[src/rtl/fab_err_pkg.sv]
package fab_err_pkg;

  typedef enum logic {
    STYLE_ENABLE  = 1'b0,
    STYLE_DISABLE = 1'b1
  } ctl_style_e;

  localparam int NUM_ERR = 2;
  localparam int ERR_LAE = 0;
  localparam int ERR_CV  = 1;

  localparam logic [2:0] W_DET   = 3'd0;
  localparam logic [2:0] W_CTL   = 3'd1;
  localparam logic [2:0] W_IEN   = 3'd2;
  localparam logic [2:0] W_ATTR  = 3'd3;
  localparam logic [2:0] W_AHI   = 3'd4;
  localparam logic [2:0] W_ALO   = 3'd5;
  localparam logic [2:0] W_ATTR2 = 3'd6;

  localparam int DET_VALID_BIT  = 31;
  localparam int DET_TYPE_LSB   = 26;
  localparam int ATTR_VALID_BIT = 0;
  localparam int ATTR_UNAV_BIT  = 15;
  localparam int SRC_LSB_EN     = 24;
  localparam int SRC_LSB_DIS    = 18;

endpackage

[src/rtl/fab_err_status.sv]
module fab_err_status #(
  parameter int N = 2
) (
  input  logic         clk,
  input  logic         rst_n,
  input  logic [N-1:0] evt,
  input  logic [N-1:0] en,
  input  logic [N-1:0] clr,
  output logic [N-1:0] det
);

  for (genvar g = 0; g < N; g++) begin : g_bit
    always_ff @(posedge clk or negedge rst_n) begin
      if (!rst_n)               det[g] <= 1'b0;
      else if (evt[g] && en[g]) det[g] <= 1'b1;
      else if (clr[g])          det[g] <= 1'b0;
    end

    // a set bit stays set unless a clear is written
    assert_det_sticky_R2: assert property (@(posedge clk) disable iff (!rst_n)
      (det[g] && !clr[g]) |=> det[g]);

    // with detection off, a clear bit stays clear
    assert_off_ignored_R3: assert property (@(posedge clk) disable iff (!rst_n)
      (!det[g] && !en[g]) |=> !det[g]);
  end

endmodule

[src/rtl/fab_err_capture.sv]
module fab_err_capture #(
  parameter int ADDR_W = 40,
  parameter int SRC_W  = 8,
  parameter int TYPE_W = 5,
  parameter int AUX_W  = 32
) (
  input  logic              clk,
  input  logic              rst_n,
  input  logic              hit,
  input  logic              clr_valid,
  input  logic [ADDR_W-1:0] in_addr,
  input  logic [SRC_W-1:0]  in_src,
  input  logic [TYPE_W-1:0] in_type,
  input  logic              in_unav,
  input  logic [AUX_W-1:0]  in_aux,
  output logic              cap_valid,
  output logic [ADDR_W-1:0] cap_addr,
  output logic [SRC_W-1:0]  cap_src,
  output logic [TYPE_W-1:0] cap_type,
  output logic              cap_unav,
  output logic [AUX_W-1:0]  cap_aux
);

  logic load;
  assign load = hit && !cap_valid;

  always_ff @(posedge clk or negedge rst_n) begin
    if (!rst_n)         cap_valid <= 1'b0;
    else if (load)      cap_valid <= 1'b1;
    else if (clr_valid) cap_valid <= 1'b0;
  end

  always_ff @(posedge clk or negedge rst_n) begin
    if (!rst_n) begin
      cap_addr <= '0;
      cap_src  <= '0;
      cap_type <= '0;
      cap_unav <= 1'b0;
      cap_aux  <= '0;
    end else if (load) begin
      cap_addr <= in_addr;
      cap_src  <= in_src;
      cap_type <= in_type;
      cap_unav <= in_unav;
      cap_aux  <= in_aux;
    end
  end

  // a valid capture is never overwritten
  assert_capture_hold_R7: assert property (@(posedge clk) disable iff (!rst_n)
    cap_valid |=> ($stable(cap_addr) && $stable(cap_src) && $stable(cap_aux)));

  // the first enabled fault marks the capture valid
  assert_capture_set_R8: assert property (@(posedge clk) disable iff (!rst_n)
    (hit && !cap_valid) |=> cap_valid);

endmodule

[src/rtl/fab_err_regs.sv]
module fab_err_regs
  import fab_err_pkg::*;
#(
  parameter ctl_style_e STYLE  = STYLE_DISABLE,
  parameter int         N      = 2,
  parameter int         ADDR_W = 40,
  parameter int         SRC_W  = 8,
  parameter int         TYPE_W = 5,
  parameter int         AUX_W  = 32
) (
  input  logic              clk,
  input  logic              rst_n,
  input  logic              wr_en,
  input  logic [4:0]        addr,
  input  logic [31:0]       wdata,
  output logic [31:0]       rdata,
  input  logic [N-1:0]      det,
  input  logic              cap_valid,
  input  logic [ADDR_W-1:0] cap_addr,
  input  logic [SRC_W-1:0]  cap_src,
  input  logic [TYPE_W-1:0] cap_type,
  input  logic              cap_unav,
  input  logic [AUX_W-1:0]  cap_aux,
  output logic [N-1:0]      ctl,
  output logic [N-1:0]      inten,
  output logic [N-1:0]      clr_det,
  output logic              clr_valid
);

  localparam int HI_W = ADDR_W - 32;

  logic [2:0] word;
  logic       wr_det, wr_ctl, wr_ien, wr_attr;
  logic [31:0] det_word, attr_word, ahi_word;
  logic        unused_bits;

  assign word    = addr[4:2];
  assign wr_det  = wr_en && (word == W_DET);
  assign wr_ctl  = wr_en && (word == W_CTL);
  assign wr_ien  = wr_en && (word == W_IEN);
  assign wr_attr = wr_en && (word == W_ATTR);
  assign clr_det = wr_det ? wdata[N-1:0] : '0;

  always_ff @(posedge clk or negedge rst_n) begin
    if (!rst_n)      ctl <= '0;
    else if (wr_ctl) ctl <= wdata[N-1:0];
  end

  always_comb begin
    ahi_word = '0;
    ahi_word[HI_W-1:0] = cap_addr[ADDR_W-1:32];
  end

  if (STYLE == STYLE_DISABLE) begin : g_dis
    always_ff @(posedge clk or negedge rst_n) begin
      if (!rst_n)      inten <= '0;
      else if (wr_ien) inten <= wdata[N-1:0];
    end
    assign clr_valid = wr_det && wdata[DET_VALID_BIT];
    always_comb begin
      det_word = '0;
      det_word[N-1:0] = det;
      det_word[DET_VALID_BIT] = cap_valid;
      det_word[DET_TYPE_LSB +: TYPE_W] = cap_type;
      attr_word = '0;
      attr_word[SRC_LSB_DIS +: SRC_W] = cap_src;
    end
  end else begin : g_en
    assign inten     = '0;
    assign clr_valid = wr_attr && wdata[ATTR_VALID_BIT];
    always_comb begin
      det_word = '0;
      det_word[N-1:0] = det;
      attr_word = '0;
      attr_word[SRC_LSB_EN +: SRC_W] = cap_src;
      attr_word[ATTR_UNAV_BIT] = cap_unav;
      attr_word[ATTR_VALID_BIT] = cap_valid;
    end
  end

  always_comb begin
    rdata = '0;
    case (word)
      W_DET:   rdata = det_word;
      W_CTL:   rdata[N-1:0] = ctl;
      W_IEN:   rdata[N-1:0] = inten;
      W_ATTR:  rdata = attr_word;
      W_AHI:   rdata = ahi_word;
      W_ALO:   rdata = cap_addr[31:0];
      W_ATTR2: rdata[AUX_W-1:0] = cap_aux;
      default: rdata = '0;
    endcase
  end

  assign unused_bits = ^{wdata, addr[1:0], cap_unav, cap_type, wr_attr, wr_ien};

endmodule

[src/rtl/fab_err_unit.sv]
module fab_err_unit
  import fab_err_pkg::*;
#(
  parameter ctl_style_e STYLE  = STYLE_DISABLE,
  parameter int         ADDR_W = 40,
  parameter int         SRC_W  = 8,
  parameter int         TYPE_W = 5,
  parameter int         AUX_W  = 32
) (
  input  logic              clk,
  input  logic              rst_n,
  input  logic              ev_lae,
  input  logic              ev_cv,
  input  logic              ev_unavail,
  input  logic [ADDR_W-1:0] ev_addr,
  input  logic [SRC_W-1:0]  ev_src,
  input  logic [TYPE_W-1:0] ev_type,
  input  logic [AUX_W-1:0]  ev_aux,
  input  logic              bus_wr_en,
  input  logic [4:0]        bus_addr,
  input  logic [31:0]       bus_wdata,
  output logic [31:0]       bus_rdata,
  output logic              irq
);

  localparam int N = NUM_ERR;

  logic [N-1:0] evt, en, det, ctl, inten, clr_det, irq_mask;
  logic         hit, clr_valid, unav_in;
  logic              cap_valid, cap_unav;
  logic [ADDR_W-1:0] cap_addr;
  logic [SRC_W-1:0]  cap_src;
  logic [TYPE_W-1:0] cap_type;
  logic [AUX_W-1:0]  cap_aux;

  always_comb begin
    evt = '0;
    evt[ERR_LAE] = ev_lae;
    evt[ERR_CV]  = ev_cv;
  end

  if (STYLE == STYLE_ENABLE) begin : g_pol_en
    assign en       = ctl;
    assign irq_mask = ctl;
  end else begin : g_pol_dis
    assign en       = ~ctl;
    assign irq_mask = inten;
  end

  assign hit     = |(evt & en);
  assign unav_in = ev_unavail && evt[ERR_LAE] && en[ERR_LAE];
  assign irq     = |(det & irq_mask);

  fab_err_status #(.N(N)) u_status (
    .clk(clk), .rst_n(rst_n), .evt(evt), .en(en), .clr(clr_det), .det(det)
  );

  fab_err_capture #(
    .ADDR_W(ADDR_W), .SRC_W(SRC_W), .TYPE_W(TYPE_W), .AUX_W(AUX_W)
  ) u_capture (
    .clk(clk), .rst_n(rst_n), .hit(hit), .clr_valid(clr_valid),
    .in_addr(ev_addr), .in_src(ev_src), .in_type(ev_type),
    .in_unav(unav_in), .in_aux(ev_aux),
    .cap_valid(cap_valid), .cap_addr(cap_addr), .cap_src(cap_src),
    .cap_type(cap_type), .cap_unav(cap_unav), .cap_aux(cap_aux)
  );

  fab_err_regs #(
    .STYLE(STYLE), .N(N), .ADDR_W(ADDR_W), .SRC_W(SRC_W),
    .TYPE_W(TYPE_W), .AUX_W(AUX_W)
  ) u_regs (
    .clk(clk), .rst_n(rst_n), .wr_en(bus_wr_en), .addr(bus_addr),
    .wdata(bus_wdata), .rdata(bus_rdata), .det(det),
    .cap_valid(cap_valid), .cap_addr(cap_addr), .cap_src(cap_src),
    .cap_type(cap_type), .cap_unav(cap_unav), .cap_aux(cap_aux),
    .ctl(ctl), .inten(inten), .clr_det(clr_det), .clr_valid(clr_valid)
  );

  // the interrupt always has a pending status bit behind it
  assert_irq_cause_R12: assert property (@(posedge clk) disable iff (!rst_n)
    irq |-> (det != '0));

  // status and capture start clear
  always @(posedge clk) begin
    if (!rst_n) assert_reset_clear_R1: assert (det == '0 && !cap_valid);
  end

endmodule

[config.mk]
export PLATFORM = sky130hd
export DESIGN_NAME = fab_err_unit
export DESIGN_NICKNAME = d
export VERILOG_FILES = /design/src/rtl/fab_err_pkg.sv /design/src/rtl/fab_err_status.sv /design/src/rtl/fab_err_capture.sv /design/src/rtl/fab_err_regs.sv /design/src/rtl/fab_err_unit.sv
export SDC_FILE = /design/constraint.sdc
export NUM_CORES = 1
export LEC_CHECK = 0
export BUFFER_PORTS_ARGS = -buffer_cell sky130_fd_sc_hd__buf_2
export CAP_MARGIN = 10
export CORE_AREA = 10 10 103 105
export DETAILED_ROUTE_END_ITERATION = 8
export DIE_AREA = 0 0 113 115
export PLACE_DENSITY_LB_ADDON = 0.1
export SETUP_SLACK_MARGIN = 0.2
export SYNTH_ARGS = -nofsm -noshare
export SYNTH_HDL_FRONTEND = slang
export SYNTH_HIERARCHICAL = 1
export SYNTH_SLANG_ARGS = --single-unit
[constraint.sdc]
create_clock -name clk -period 4.26 [get_ports clk]
set_input_delay 0.426 -clock clk [delete_from_list [all_inputs] [get_ports clk]]
set_output_delay 0.426 -clock clk [all_outputs]
set_load 0.02 [all_outputs]
==> flow_metrics.env, run 1 <==
export IMPL_status="completed"
export IMPL_rows=34
export IMPL_hold_viol=0
export IMPL_fmaxAchievable_mhz=427.3
export IMPL_syn_inst=309
export IMPL_drc=0
export IMPL_dieArea_um2=13000
export IMPL_viasPerCell=5.317
export IMPL_crit_chain="buf_2 > and3b_1 > a22o_1 > buf_2"
export IMPL_comb_power_share=0.302
export IMPL_routed_wl_mm=10.30
export IMPL_vdd_drop_max_mv=0.3378
export IMPL_worstPathArrival_ps=1910
export IMPL_syn_avg_cell_area_um2=14.54
export IMPL_period_needed_ps=2340
export IMPL_syn_area_um2=4494
export IMPL_drt_iter0_markers=113
export IMPL_numCtsBuffers=9
export IMPL_postRouteAntennaNets=0
export IMPL_dr_pass1_iters=4
export IMPL_nets=557
export IMPL_hold_class="input pin to asynchronous set/reset pin"
export IMPL_grt_pass1_wl_mm=16.64
export IMPL_die_width_um=113
export IMPL_syn_nets=437
export IMPL_vias=2887
export IMPL_required_ps=3830
export IMPL_grt_pass1_vias=3199
export IMPL_worst_slew_pin_slew_ps=821.7
export IMPL_antenna_found_initial=1
export IMPL_relSlewSlack=0.4522
export IMPL_cts_setup_buffers=0
export IMPL_setup_viol=0
export IMPL_initial_utilization=0.5256
export IMPL_layout_drive_gt1_share=0.5622
export IMPL_p_total_mw=3.079
export IMPL_power_density_nw_per_um2=580.3
export IMPL_cts_hold_buf=0
export IMPL_p_leak_nw=2.549
export IMPL_seqPwrFrac=0.491
export IMPL_gr_total_overflow=0
export IMPL_cpLargestDelayFamily="buffers and inverters"
export IMPL_core_area_um2=8551
export IMPL_dp_hpwl_mm=7.238
export IMPL_syn_to_final_growth_pct=18.04
export IMPL_power_switching_share=0.2737
export IMPL_max_cap_violations=0
export IMPL_p_clk_frac=0.207
export IMPL_num_io_pins=161
export IMPL_worst_path_most_repeated_cell="buf_2"
export IMPL_clk_latency_ps=340
export IMPL_grt_setup_unrepaired="no"
export IMPL_cts_sinks=92
export IMPL_path_clk_slew_ps=90
export IMPL_startpoint_type="input pin"
export IMPL_avgRoutedWirePerCell_um=18.97
export IMPL_grt_start_max_net_pins=48
export IMPL_routabilityCongestion=0.7391
export IMPL_grtUsageTotal=0.1580
export IMPL_cp_slowest_stage_delay_ps=630
export IMPL_p_sw_mw=0.8426
export IMPL_port_buffers=128
export IMPL_clock_skew_ps=8.046
export IMPL_cts_repair_resized=0
export IMPL_dieHeight_um=115
export IMPL_worstPathMaxFanout=38
export IMPL_crit_slowest_cell="buf_2"
export IMPL_cts_root_buf="clkbuf_8"
export IMPL_cts_tree="yes"
export IMPL_timing_hold_ws_ps=77.64
export IMPL_p_int_mw=2.236
export IMPL_cts_path_max_buffers=2
export IMPL_fin_setup_tns_ps=0
export IMPL_fillers=709
export IMPL_ys_warnings_count=6
export IMPL_critPathBufInv=2
export IMPL_htree_levels=3
export IMPL_end_kind="output pin"
export IMPL_fin_crit_sh=0.5494
export IMPL_critPathKind="input pin to output pin"
export IMPL_slew_violations=0
-- flip-flops by register name (all words and copies together), names as in the netlist --
name,flops
u_capture/cap_aux,32
u_regs/inten,2
u_status/det,2
u_capture/cap_src,8
u_capture/cap_addr,40
u_capture/cap_type,5
u_regs/ctl,2
u_capture/cap_valid,1
-- cell type report --
class                      instances  area [µm²]  area share
sequential                        92        2302      0.4340
multi-input combinational        188        1952      0.3679
timing repair buffer             132       673.1      0.1269
clock buffer                      12       145.1     0.02736
tap                              108       135.1     0.02547
clock inverter                     4       72.57     0.01368
inverter                           6       22.52    0.004245
antenna                            1       2.502   0.0004717
-- stage by stage --
step	worst slack (ps)	utilization	instance area [µm²]	std cells
floorplan	2471	-	4494	309
global placement	1908	0.5947	5085	526
detailed placement	1931	0.5947	5085	526
CTS	1927	0.6201	5303	542
global route	1851	0.6201	5303	542
finish	1920	0.6204	5305	543
-- placed cells by master (no fill, tap or decap) --
cell type,instances
a21boi_1,6
a21oi_1,1
a22o_1,30
a22oi_1,10
and2b_4,1
and3_1,3
and3b_1,1
buf_2,127
buf_4,5
bufinv_16,2
clkbuf_1,2
clkbuf_8,10
clkinv_2,1
clkinvlp_4,1
dfrtp_1,92
diode_2,1
inv_1,5
inv_2,1
mux2_1,4
mux2_2,47
mux2_4,40
mux2i_1,6
mux4_2,2
nand2_1,11
nor2_1,1
nor2b_1,10
nor2b_2,1
nor2b_4,1
nor3_2,1
nor3_4,1
nor4bb_4,1
o21ai_0,1
o21ai_1,1
o21ai_2,2
or2_0,5
or2_1,1
-- per-layer routing --
| metal | part of all wire | up-vias | GRT usage | wire, µm |
|---|---|---|---|---|
| met3 | 0.079 | 6 | 0.05938 | 813 |
| met1 | 0.43 | 1445 | 0.1966 | 4473 |
| met5 | 0 | - | 0 | 0 |
| met4 | 0.0084 | 0 | 0.05245 | 86 |
| met2 | 0.48 | 80 | 0.2488 | 4924 |
| li1 | - | 1356 | - | - |
-- worst paths after layout --
path | start | to | slack, ps | depth (start not counted)
setup / recovery | bus_addr[4] | bus_rdata[21] | 1920 | 4
hold / removal | rst_n | u_capture/cap_addr[32]$_DFFE_PN0P_ | 80 | 1
setup reg to reg | u_regs/ctl[1]$_DFFE_PN0P_ | u_capture/cap_aux[22]$_DFFE_PN0P_ | 2360 | 5
hold reg to reg | u_capture/cap_aux[1]$_DFFE_PN0P_ | u_capture/cap_aux[1]$_DFFE_PN0P_ | 510 | 1
max in group asynchronous | rst_n | u_capture/cap_addr[30]$_DFFE_PN0P_ | 3170 | 2
min in group clk | ev_lae | u_status/det[0]$_DFFE_PN0P_ | 300 | 3
-- power groups by stage --
stage / clock, mW / combinational [mW] / sequential (mW)
finish: 0.636 / 0.930 / 1.51
global route: 0.697 / 1.01 / 1.57
CTS: 0.655 / 0.942 / 1.52
detailed placement: 0 / 0.938 / 1.53
global placement: 0 / 0.913 / 1.51
floorplan: 0 / 0.755 / 1.46
No activity file was read; power rests on OpenSTA's default activity.
==> run 2: changes to the inputs <==
Settings changed: CORE_AREA 10 10 103 105 to 10 10 107 109, DIE_AREA 0 0 113 115 to 0 0 117 119.
Clock period 4.26 ns to 2.2 ns, I/O delays scaled along.
==> run 2 against run 1 <==
Against the previous run:
- clock-buffer cell count unchanged
- sequential share of layout area fell by 0.92 points
- register-to-register slack worse by 1800 ps
- critical path depth up 1
- sequential power grew 95%
- wire length increased by 1.8%
- sequential cell count unchanged
- worst hold slack improved by 19 ps
- clock power increased by 120%
- cell count up 1.8%
- die area increased by 7.1%
==> flow_metrics.env, run 2 (same netlist as run 1, synthesis figures left out) <==
export IMPL_status="completed"
export IMPL_grt_setup_unrepaired="no"
export IMPL_drt_iter0_markers=107
export IMPL_grt_pass1_wl_mm=16.73
export IMPL_final_cell_mix="127 x buf_2, 92 x dfrtp_1, 47 x mux2_2"
export IMPL_cts_tree="yes"
export IMPL_clock_skew_ps=6.550
export IMPL_port_buffers=128
export IMPL_critPathBufInv=2
export IMPL_relSlewSlack=0.5372
export IMPL_multi_input_area_um2=1952
export IMPL_die_width_um=117
export IMPL_initial_utilization=0.4751
export IMPL_largest_register_ffs=40
export IMPL_required_ps=1980
export IMPL_grt_pass1_vias=3197
export IMPL_reg_largest_list="u_capture/cap_addr x40, u_capture/cap_aux x32, u_capture/cap_src x8"
export IMPL_dieArea_um2=13920
export IMPL_top_register="u_capture/cap_addr"
export IMPL_antenna_found_initial=1
export IMPL_routed_wl_mm=10.49
export IMPL_nets=562
export IMPL_period_needed_ps=1755
export IMPL_vias=2904
export IMPL_hold_path_startpoint="ev_type[3]"
export IMPL_worstSetupStartpoint="bus_addr[3]"
export IMPL_worst_slew_pin_slew_ps=694.3
export IMPL_hold_viol=0
export IMPL_fin_crit_sh=0.7979
export IMPL_setup_viol=0
export IMPL_syn_to_final_growth_pct=20.60
export IMPL_num_io_pins=161
export IMPL_grtUsageTotal=0.1516
export IMPL_core_area_um2=9459
export IMPL_worstPathMaxFanout=31
export IMPL_gr_total_overflow=0
export IMPL_power_density_nw_per_um2=1129
export IMPL_hold_class="input pin to register"
export IMPL_end_kind="output pin"
export IMPL_cp_slowest_stage_delay_ps=510
export IMPL_vdd_drop_max_mv=0.6621
export IMPL_p_int_mw=4.487
export IMPL_viasPerCell=5.251
export IMPL_comb_power_share=0.295
export IMPL_numCtsBuffers=9
export IMPL_ff_latch_area_um2=2302
export IMPL_antenna_cells=0
export IMPL_p_clk_frac=0.225
export IMPL_max_cap_violations=0
export IMPL_worstPathArrival_ps=1540
export IMPL_rows=36
export IMPL_htree_levels=3
export IMPL_avgRoutedWirePerCell_um=18.96
export IMPL_crit_slowest_cell="and2b_4"
export IMPL_p_sw_mw=1.633
export IMPL_layout_drive_gt1_share=0.5672
export IMPL_grt_start_max_net_pins=54
export IMPL_startpoint_type="input pin"
export IMPL_dieHeight_um=119
export IMPL_slew_violations=0
export IMPL_critPathKind="input pin to output pin"
export IMPL_routabilityCongestion=0.7749
export IMPL_seqPwrFrac=0.480
export IMPL_cts_path_max_buffers=2
export IMPL_clk_latency_ps=340
export IMPL_crit_chain="buf_2 > and2b_4 > a22o_1 > a22o_1 > buf_2"
export IMPL_power_switching_share=0.2668
export IMPL_drc=0
export IMPL_r2r_start="u_regs/ctl[0]$_DFFE_PN0P_"
export IMPL_cts_root_buf="clkbuf_8"
export IMPL_p_leak_nw=2.603
export IMPL_timing_hold_ws_ps=96.82
export IMPL_fin_setup_tns_ps=0
export IMPL_fmaxAchievable_mhz=569.6
export IMPL_cpLargestDelayFamily="simple AND/OR/NAND/NOR gates"
export IMPL_path_clk_slew_ps=90
export IMPL_final_common_cell="buf_2"
export IMPL_fillers=838
export IMPL_dr_pass1_iters=4
export IMPL_postRouteAntennaNets=0
export IMPL_dp_hpwl_mm=7.549
export IMPL_cts_sinks=92
## run 2: final timing paths
| path | to | slack, ps | cells past startpoint |
|---|---|---|---|
| max reg2reg | u_capture/cap_addr[39]$_DFFE_PN0P_ | 560 | 5 |
| max in group asynchronous | u_capture/cap_aux[0]$_DFFE_PN0P_ | 1070 | 3 |
| max | bus_rdata[22] | 440 | 5 |
| min | u_capture/cap_type[3]$_DFFE_PN0P_ | 100 | 2 |
| min reg2reg | u_capture/cap_aux[12]$_DFFE_PN0P_ | 510 | 1 |
| min in group asynchronous | u_capture/cap_addr[32]$_DFFE_PN0P_ | 460 | 2 |
## run 2: layer usage
layer	track usage	wire length, µm	vias up
li1	-	-	1370
met1	0.1815	4429	1443
met2	0.2490	5121	79
met3	0.05773	820	10
met4	0.03941	102	2
met5	0	13	-
## run 2: per-stage QoR
step | utilization | worst slack, ps | cells | total power [mW] | instance area (µm²)
after floorplan | - | 682.0 | 309 | 4.295 | 4494
after global placement | 0.5455 | 409.8 | 536 | 4.708 | 5160
after detailed placement | 0.5455 | 424.7 | 536 | 4.794 | 5160
after CTS | 0.5730 | 425.9 | 553 | 6.204 | 5420
after global routing | 0.5730 | 344.9 | 553 | 6.508 | 5420
final | 0.5730 | 444.5 | 553 | 6.120 | 5420
## run 2: area by class of cell
class | instances | area share
Tap cell | 114 | 0.02632
Clock buffer | 12 | 0.02862
Inverter | 6 | 0.004155
Multi-Input combinational cell | 188 | 0.3601
Timing Repair Buffer | 137 | 0.1385
Sequential cell | 92 | 0.4247
Clock inverter | 4 | 0.01754
## run 2: worst reg2reg max path, cell delays in order (launching register included)
cell and delay [ps]:
dfrtp_1 420, inv_2 70, a22o_1 150, nor2b_4 200, buf_12 280, mux2_2 420
## run 2: timing repair
action,CTS,global route
hold buffers,1,0
endpoints found under the hold margin,52,0
resized for setup,0,0
buffers inserted,0,0
endpoints found under the setup margin,0,0
## run 2: power groups by stage
stage	Combinational [mW]	Clock [mW]	Sequential [mW]
after floorplan	1.46	0	2.83
after global placement	1.78	0	2.93
after detailed placement	1.83	0	2.97
after CTS	1.84	1.42	2.95
after global routing	1.97	1.49	3.05
final	1.81	1.38	2.94
